### src/rtl/usbsup_pkg.sv
package usbsup_pkg;

    localparam int ADDR_W   = 12;
    localparam int DATA_W   = 32;
    localparam int CAUSE_W  = 9;
    localparam int CAUSE_BUS_BIT = 8;

    localparam int IE_ATT_BIT = 3;
    localparam int IE_DET_BIT = 4;
    localparam int IE_RDY_BIT = 5;

    localparam logic [ADDR_W-1:0] A_EV_ATT  = 12'h11C;
    localparam logic [ADDR_W-1:0] A_EV_DET  = 12'h120;
    localparam logic [ADDR_W-1:0] A_EV_RDY  = 12'h124;
    localparam logic [ADDR_W-1:0] A_IE_SET  = 12'h304;
    localparam logic [ADDR_W-1:0] A_IE_CLR  = 12'h308;
    localparam logic [ADDR_W-1:0] A_STATUS  = 12'h438;

    // One bit per event source
    typedef struct packed {
        logic att;
        logic det;
        logic rdy;
    } usb_evt_t;

    typedef enum logic [2:0] {
        SEL_NONE,
        SEL_ATT,
        SEL_DET,
        SEL_RDY,
        SEL_ISET,
        SEL_ICLR,
        SEL_STAT
    } reg_sel_e;

    function automatic reg_sel_e decode_addr(input logic [ADDR_W-1:0] a);
        reg_sel_e s;
        case (a)
            A_EV_ATT: s = SEL_ATT;
            A_EV_DET: s = SEL_DET;
            A_EV_RDY: s = SEL_RDY;
            A_IE_SET: s = SEL_ISET;
            A_IE_CLR: s = SEL_ICLR;
            A_STATUS: s = SEL_STAT;
            default:  s = SEL_NONE;
        endcase
        return s;
    endfunction

endpackage

### src/rtl/usbsup_sync.sv
module usbsup_sync #(
    parameter int STAGES = 2
) (
    input  logic clk,
    input  logic rst,
    input  logic d,
    output logic q
);
    logic [STAGES-1:0] chain;

    always_ff @(posedge clk) begin
        if (rst) chain <= '0;
        else     chain <= {chain[STAGES-2:0], d};
    end

    assign q = chain[STAGES-1];
endmodule

### src/rtl/usbsup_edge.sv
module usbsup_edge (
    input  logic clk,
    input  logic rst,
    input  logic lvl,
    output logic rise,
    output logic fall
);
    logic lvl_d;

    always_ff @(posedge clk) begin
        if (rst) lvl_d <= 1'b0;
        else     lvl_d <= lvl;
    end

    assign rise = lvl & ~lvl_d;
    assign fall = ~lvl & lvl_d;
endmodule

### src/rtl/usbsup_settle.sv
module usbsup_settle #(
    parameter int SETTLE = 20
) (
    input  logic clk,
    input  logic rst,
    input  logic en,
    output logic ready,
    output logic rdy_set
);
    localparam int CNT_W = (SETTLE > 1) ? $clog2(SETTLE) : 1;
    localparam logic [CNT_W-1:0] LAST = CNT_W'(SETTLE - 1);

    logic [CNT_W-1:0] cnt;
    logic             done;

    always_ff @(posedge clk) begin
        if (rst || !en) begin
            cnt  <= '0;
            done <= 1'b0;
        end else if (!done) begin
            if (cnt == LAST) done <= 1'b1;
            else             cnt  <= cnt + 1'b1;
        end
    end

    assign rdy_set = en && !done && (cnt == LAST);
    assign ready   = en && done;

    // count never passes the last step
    p_cnt_bound_r4: assert property (@(posedge clk) disable iff (rst)
        cnt <= LAST)
        else $error("p_cnt_bound_r4");

    // completion only after a full enabled count
    p_done_full_r4: assert property (@(posedge clk) disable iff (rst)
        $rose(done) |-> ($past(cnt) == LAST) && $past(en))
        else $error("p_done_full_r4");
endmodule

### src/rtl/usbsup_regs.sv
module usbsup_regs
    import usbsup_pkg::*;
(
    input  logic              clk,
    input  logic              rst,
    input  usb_evt_t          set_i,
    input  logic              wr_en,
    input  logic [ADDR_W-1:0] addr,
    input  logic [DATA_W-1:0] wdata,
    input  logic              stat_bus,
    input  logic              stat_rdy,
    output logic [DATA_W-1:0] rdata,
    output usb_evt_t          ev_q,
    output logic              irq
);
    reg_sel_e sel;
    usb_evt_t ie_q;
    logic     wval;
    logic [2:0] pend;

    assign sel  = decode_addr(addr);
    assign wval = |wdata;

    always_ff @(posedge clk) begin
        if (rst) begin
            ev_q <= '0;
        end else begin
            if (set_i.att)                  ev_q.att <= 1'b1;
            else if (wr_en && sel == SEL_ATT) ev_q.att <= wval;
            if (set_i.det)                  ev_q.det <= 1'b1;
            else if (wr_en && sel == SEL_DET) ev_q.det <= wval;
            if (set_i.rdy)                  ev_q.rdy <= 1'b1;
            else if (wr_en && sel == SEL_RDY) ev_q.rdy <= wval;
        end
    end

    always_ff @(posedge clk) begin
        if (rst) begin
            ie_q <= '0;
        end else if (wr_en && sel == SEL_ISET) begin
            ie_q.att <= ie_q.att | wdata[IE_ATT_BIT];
            ie_q.det <= ie_q.det | wdata[IE_DET_BIT];
            ie_q.rdy <= ie_q.rdy | wdata[IE_RDY_BIT];
        end else if (wr_en && sel == SEL_ICLR) begin
            ie_q.att <= ie_q.att & ~wdata[IE_ATT_BIT];
            ie_q.det <= ie_q.det & ~wdata[IE_DET_BIT];
            ie_q.rdy <= ie_q.rdy & ~wdata[IE_RDY_BIT];
        end
    end

    assign pend = ev_q & ie_q;
    assign irq  = |pend;

    always_comb begin
        rdata = '0;
        case (sel)
            SEL_ATT:  rdata[0] = ev_q.att;
            SEL_DET:  rdata[0] = ev_q.det;
            SEL_RDY:  rdata[0] = ev_q.rdy;
            SEL_ISET, SEL_ICLR: begin
                rdata[IE_ATT_BIT] = ie_q.att;
                rdata[IE_DET_BIT] = ie_q.det;
                rdata[IE_RDY_BIT] = ie_q.rdy;
            end
            SEL_STAT: begin
                rdata[0] = stat_bus;
                rdata[1] = stat_rdy;
            end
            default:  rdata = '0;
        endcase
    end

    // a hardware set always lands, whatever software writes
    p_att_set_r2: assert property (@(posedge clk) disable iff (rst)
        set_i.att |=> ev_q.att)
        else $error("p_att_set_r2");
    p_det_set_r7: assert property (@(posedge clk) disable iff (rst)
        set_i.det |=> ev_q.det)
        else $error("p_det_set_r7");
    p_rdy_set_r4: assert property (@(posedge clk) disable iff (rst)
        set_i.rdy |=> ev_q.rdy)
        else $error("p_rdy_set_r4");

    // an enable-set write with bit 3 turns the attach enable on
    p_ie_set_r8: assert property (@(posedge clk) disable iff (rst)
        (wr_en && sel == SEL_ISET && wdata[IE_ATT_BIT]) |=> ie_q.att)
        else $error("p_ie_set_r8");
endmodule

### src/rtl/usb_supply_seq.sv
module usb_supply_seq
    import usbsup_pkg::*;
#(
    parameter int SETTLE      = 20,
    parameter int SYNC_STAGES = 2
) (
    input  logic               clk,
    input  logic               rst,
    input  logic               vbus_in,
    input  logic               usb_en,
    input  logic               sys_off,
    input  logic               wr_en,
    input  logic [ADDR_W-1:0]  addr,
    input  logic [DATA_W-1:0]  wdata,
    output logic [DATA_W-1:0]  rdata,
    output logic               reg_en,
    output logic               pwr_ready,
    output logic               irq,
    output logic               wake_req,
    output logic [CAUSE_W-1:0] rst_cause
);
    localparam logic [CAUSE_W-1:0] CAUSE_BUS = CAUSE_W'(1) << CAUSE_BUS_BIT;

    logic     bus_s;
    logic     bus_rise;
    logic     bus_fall;
    logic     rdy_set;
    usb_evt_t set_v;
    usb_evt_t ev_q;

    usbsup_sync #(.STAGES(SYNC_STAGES)) u_sync (
        .clk (clk),
        .rst (rst),
        .d   (vbus_in),
        .q   (bus_s)
    );

    usbsup_edge u_edge (
        .clk  (clk),
        .rst  (rst),
        .lvl  (bus_s),
        .rise (bus_rise),
        .fall (bus_fall)
    );

    assign reg_en = usb_en & bus_s;

    usbsup_settle #(.SETTLE(SETTLE)) u_settle (
        .clk     (clk),
        .rst     (rst),
        .en      (reg_en),
        .ready   (pwr_ready),
        .rdy_set (rdy_set)
    );

    assign set_v.att = bus_rise;
    assign set_v.det = bus_fall;
    assign set_v.rdy = rdy_set;

    usbsup_regs u_regs (
        .clk      (clk),
        .rst      (rst),
        .set_i    (set_v),
        .wr_en    (wr_en),
        .addr     (addr),
        .wdata    (wdata),
        .stat_bus (bus_s),
        .stat_rdy (pwr_ready),
        .rdata    (rdata),
        .ev_q     (ev_q),
        .irq      (irq)
    );

    always_ff @(posedge clk) begin
        if (rst) wake_req <= 1'b0;
        else     wake_req <= bus_rise & sys_off;
    end

    assign rst_cause = wake_req ? CAUSE_BUS : '0;

    // ready never outlives the regulator enable
    p_ready_gate_r10: assert property (@(posedge clk) disable iff (rst)
        !reg_en |-> !pwr_ready)
        else $error("p_ready_gate_r10");

    // a wake request comes with the attach flag set
    p_wake_att_r6: assert property (@(posedge clk) disable iff (rst)
        wake_req |-> ev_q.att)
        else $error("p_wake_att_r6");

    // wake requests are single-cycle pulses
    p_wake_pulse_r6: assert property (@(posedge clk) disable iff (rst)
        wake_req |=> !wake_req)
        else $error("p_wake_pulse_r6");
endmodule

### config.mk
export PLATFORM = sky130hd
export DESIGN_NAME = usb_supply_seq
export DESIGN_NICKNAME = d
export VERILOG_FILES = /design/src/rtl/usbsup_pkg.sv /design/src/rtl/usbsup_sync.sv /design/src/rtl/usbsup_edge.sv /design/src/rtl/usbsup_settle.sv /design/src/rtl/usbsup_regs.sv /design/src/rtl/usb_supply_seq.sv
export SDC_FILE = /design/constraint.sdc
export NUM_CORES = 1
export LEC_CHECK = 0
export CORE_ASPECT_RATIO = 1.75
export CORE_MARGIN = 2
export CORE_UTILIZATION = 31
export DETAILED_ROUTE_END_ITERATION = 8
export GPL_TIMING_DRIVEN = 0
export PLACE_DENSITY = 0.87
export REMOVE_ABC_BUFFERS = 1
export SLEW_MARGIN = 20
export SYNTH_ARGS = -nofsm -noshare
export SYNTH_HDL_FRONTEND = slang
export SYNTH_HIERARCHICAL = 1
export SYNTH_SLANG_ARGS = --single-unit
export TNS_END_PERCENT = 50
### constraint.sdc
create_clock -name clk -period 1.9 [get_ports clk]
set_input_delay 0.57 -clock clk [delete_from_list [all_inputs] [get_ports clk]]
set_output_delay 0.57 -clock clk [all_outputs]
set_load 0.02 [all_outputs]
# Yosys cells after proc, flatten, opt, wreduce, memory -nomap -nowiden
# Index checks and enable logic that the tools add are counted.
# Widths: inputs -> output; s select.
[op_classes] addsub=1 mul=0 div_mod_pow=0 magnitude_cmp=0 eq_ne=13 shift=0 mux=15 n_bitwise=18 n_reduce_logical=19
[ops] cell="$eq 12x9->1 const B" count=3
[ops] cell="$reduce_or 32->1" count=1
[ops] cell="$eq 12x10->1 const B" count=2
[ops] cell="$pmux 3 s6" count=1
[ops] cell="$eq 12x11->1 const B" count=1
[ops] cell="$eq 3x3->1 const B" count=3
[ops] cell="$mux 1" count=9
[ops] cell="$mux 3" count=3
[ops] cell="$mux 9" count=1
[ops] cell="$logic_and 1x1->1" count=8
[ops] cell="$reduce_bool 2->1" count=4
[ops] cell="$and 1x1->1" count=7
[ops] cell="$not 1->1" count=7
[ops] cell="$eq 3x2->1 const B" count=2
[ops] cell="$add 5x1->5 const B" count=1
[ops] cell="$eq 5x5->1 const B" count=1
[ops] cell="$pmux 1 s4" count=1
[ops] cell="$and 3x3->3" count=1
[ops] cell="$eq 3x1->1 const B" count=1
[ops] cell="$or 1x1->1" count=3
[ops] cell="$reduce_or 3->1" count=1
[ops] cell="$logic_not 1->1" count=2
[ops] cell="$reduce_and 2->1" count=1
[ops] cell="$reduce_or 2->1" count=1
[ops] cell="$logic_or 1x1->1" count=1
[word_totals] regBits=16 latchBits=0 ram_bits=0 mem_bits_ro=0 inputBits=50 word_cells=77 memories=0

# Depth between registers and ports, before layout
[depth] ltp_word=6 mapped_depth=5 mapped_depth_nobuf=5

# Modules after synthesis
# The synthesis kept the hierarchy.
[modules_own_cells] mod="usbsup_regs" n_inst=1 cells_per_inst=98 area_each_um2=780.7 seq_area_each_um2=120.1
[modules_own_cells] mod="usbsup_settle" n_inst=1 cells_per_inst=32 area_each_um2=292.8 seq_area_each_um2=120.1
[modules_own_cells] mod="usb_supply_seq" n_inst=1 cells_per_inst=13 area_each_um2=106.4 seq_area_each_um2=20.0
[modules_own_cells] mod="usbsup_sync" n_inst=1 cells_per_inst=4 area_each_um2=52.6 seq_area_each_um2=40.0
[modules_own_cells] mod="usbsup_edge" n_inst=1 cells_per_inst=4 area_each_um2=38.8 seq_area_each_um2=20.0

# Least setup slack after synthesis
# OpenSTA, ideal clock, no wires.
[synth_timing] path_type="input -> output" start="input usb_en" end="output rdata[1]" t_arrival_ps=1405 slack_ps=-75 stages=3 n_path_buf=0 path_cell_list="and2_1 > and2_1 > and2_1"
[synth_via] elab_chain_cells=3
[synth_lines] element="start, declared" line="usb_supply_seq.sv:10" source="input logic usb_en,"
[synth_lines] element="$and 1x1->1" line="usb_supply_seq.sv:46" source="assign reg_en = usb_en & bus_s;"
[synth_lines] element="$logic_and 1x1->1" line="usbsup_settle.sv:27" source="assign ready = en && done;"
[synth_lines] element="net pwr_ready" line="usb_supply_seq.sv:17" source="output logic pwr_ready,"
[synth_lines] element="$mux 1" line="usbsup_regs.sv:56" source="case (sel)"
[synth_lines] element="end, declared" line="usb_supply_seq.sv:15" source="output logic [DATA_W-1:0] rdata,"
# The timed path passes the listed nets, and every way through them passes these cells.

# Final worst setup path
[layout_timing] start="input addr[2]" end="output rdata[0]"
[layout_via] elab_chain_cells=4
[layout_lines] element="start, declared" line="usb_supply_seq.sv:13" source="input logic [ADDR_W-1:0] addr,"
[layout_lines] element="$eq 12x11->1 (tied with other cells)" line="usbsup_pkg.sv:38" source="case (a)"
[layout_lines] element="$pmux 3 s6 *" line="usbsup_pkg.sv:38"
[layout_lines] element="$eq 3x3->1 (tied with other cells)" line="usbsup_regs.sv:56"
[layout_lines] element="$pmux 1 s4 *" line="usbsup_regs.sv:56"
# Every way passes the cells marked *; elsewhere a longest branch is shown, timed or not.

==> impl_metrics.json <==
{
  "hold_viol": 0,
  "synth_cells": 151,
  "cts_buffers": 3,
  "required_ns": 1.33,
  "grt_pass1_wl_microns": 5120,
  "io_buffers": 59,
  "ys_types": 37,
  "critical_path.top_delay_family": "compound AO/OA/AOI/OAI gates",
  "initial_core_util_pct": 32.6,
  "period_share_pct": 114,
  "drc_errors": 0,
  "fin_util_pct": 49.8,
  "die_h_microns": 88.7,
  "ys_warn_count": 6,
  "ios": 95,
  "outcome": "finished with violations",
  "first_global_vias": 1220,
  "max-cap-violations": 0,
  "violations": "setup timing",
  "hold_path.class": "flop to flop",
  "gr-total-overflow": 0,
  "dieArea_sq_um": 4650,
  "vias": 1313,
  "min-delay-start": "u_sync/chain[0]$_SDFF_PP0_",
  "via_per_inst": 4.94,
  "yosysSeqAreaShare_pct": 25.2,
  "setup_viol": 5,
  "clk_pin_slew_worst_paths_ns": 0.07,
  "wl_per_cell_microns": 13.1,
  "fin_skew_ns": 0.00517,
  "worstPathCellList": "buf_12 > mux2_4 > a32o_1 > a32o_2 > buf_6",
  "power.density_nw_per_um2": 453,
  "period_minus_slack_ns": 2.16,
  "drive_gt1_share_pct": 23.4,
  "synth_top_area_share_pct": 25.2,
  "crit_fanout": 3,
  "synth_area_leaders": "dfxtp_1 25%, buf_4 21%, nand4_1 4.4%, nor4_1 4.4%, nor2_1 4.1%",
  "first_iter_violations": 53,
  "avgSynthCellArea_sq_um": 8.42,
  "rows": 30,
  "finalNetCount": 270,
  "syn_to_final_growth_pct": 52.9,
  "yosys.area.top_type": "dfxtp_1",
  "fmaxAchievable_mhz": 463,
  "irDropWorstVdd_uv": 440,
  "slowest_delay_ns": 0.29,
  "h-tree-depth": 1,
  "start_kind": "input port",
  "grtUsageTotal_pct": 14.5,
  "maxSlewViolCount": 0,
  "ys_ff_latch": 16,
  "clockBufferDepth": 2,
  "syn-cell-area_sq_um": 1270,
  "dp_hpwl_microns": 2800,
  "crit_buf_inv": 2,
  "coreArea_sq_um": 3900,
  "worst_setup_path_end_kind": "primary output",
  "antenna_found_initial": 0,
  "p_leak_nw": 0.843,
  "rsz0062_at_grt": "yes",
  "finalPower_mw": 0.881,
  "critPathKind": "input port to primary output",
  "gp_congestion": 0.819,
  "slowest_stage": "mux2_4",
  "fill_cells": 387,
  "die_x_microns": 52.4,
  "crit_start": "addr[2]",
  "cts-root-buf": "clkbuf_8",
  "drt_pass1_iterations": 4,
  "worst_slack_ns": -0.258,
  "grt_max_degree": 14,
  "r2r-start": "u_settle/cnt[0]$_SDFFE_PP0P_",
  "ant_nets": 0,
  "cp.arrival_ns": 1.59,
  "clkLatencyLatePin_ns": 0.25,
  "clock-sinks": 16,
  "wl_microns": 3480,
  "antenna_cells_inserted": 0,
  "cts_tree": "done"
}
## path summary, 6_finish.rpt
kind | end | slack [ns] | cells past startpoint
setup / recovery | rdata[0] | -0.26 | 5
hold / removal | u_sync/chain[1]$_SDFF_PP0_ | 0.45 | 1
setup reg to reg | u_regs/ev_q[0]$_SDFFE_PP0P_ | 0.31 | 5
hold reg to reg | u_sync/chain[1]$_SDFF_PP0_ | 0.45 | 1
## report_power, final
| part | switching (mW) | internal [mW] |
|---|---|---|
| clock | 0.114 | 0.184 |
| sequential | 0.00398 | 0.341 |
| combinational | 0.120 | 0.118 |
| total | 0.239 | 0.642 |
## through the flow
step                instances  worst slack, ns  cell area (sq um)  setup TNS (ns)  hold WS, ns
finish                    266           -0.258               1940           -1.02        0.452
global route              266           -0.277               1940           -1.37        0.462
CTS                       265           -0.257               1930          -0.952        0.449
detailed placement        255            -1.25               1780           -8.12        0.426
global placement          255            -1.21               1780           -7.89        0.428
floorplan                 148          -0.0747               1120          -0.167        0.414
## area by class of cell
type	instances	area [sq um]	area share (%)
clock buffer	4	55.1	2.83
timing repair buffer	66	629	32.4
multi-input combinational	129	867	44.6
inverter	3	11.3	0.580
tap	48	60.1	3.09
sequential	16	320	16.5
## cells in the mapped netlist (all sizes together)
cell type / instances
ha: 1
nor3: 2
a32o: 2
nor2: 14
a222oi: 1
nor4bb: 1
nor4b: 3
a21oi: 2
or3: 1
and3b: 2
dfxtp: 16
nand2b: 4
and4b: 2
mux2: 1
xor2: 1
and2: 8
and3: 2
and4bb: 1
mux2i: 4
nand4: 9
nand4b: 2
xnor2: 2
a41o: 1
nor3b: 3
conb: 2
a31o: 1
a221oi: 3
nor2b: 7
o21ai: 3
inv: 3
buf: 36
nor4: 9
nand2: 2
## layer usage
metal	wire length [microns]	global-route usage [%]	part of all wire [%]	vias to the layer above
li1	-	-	-	610
met1	1080	12.9	31	610
met2	2010	29.9	58	81
met3	304	1.69	8.7	12
met4	89	6.99	2.6	0
met5	0	0	0	-
## cells in the final DEF (no fill, tap or decap), types with 3 or more instances in the layout
cell type,n
nand2b_1,4
nor4_1,9
buf_2,7
buf_4,8
buf_6,7
mux2i_1,4
nor2_1,13
and2_4,7
nand4_1,9
clkbuf_8,4
nor2b_1,6
a221oi_1,3
conb_1,35
inv_1,3
o21ai_0,3
clkdlybuf4s50_1,38
dfxtp_1,16
## cell families after synthesis
family	synth area share, %
AND/OR/NAND/NOR	37.0
buffers and inverters	22.1
flip-flops	25.2
AO/OA/AOI/OAI	7.97
multiplexers	4.04
XOR/XNOR	2.07
other	0.591
adder cells (fa/ha/maj)	0.984
## repair_timing
action / 4_1_cts / 5_1_grt
setup endpoints to repair: 8 / 6
pin swaps: 13 / 2
gates resized for setup: 116 / 1
setup buffers: 7 / 1
hold buffers: 0 / 0
No activity file was read; power rests on OpenSTA's default activity.
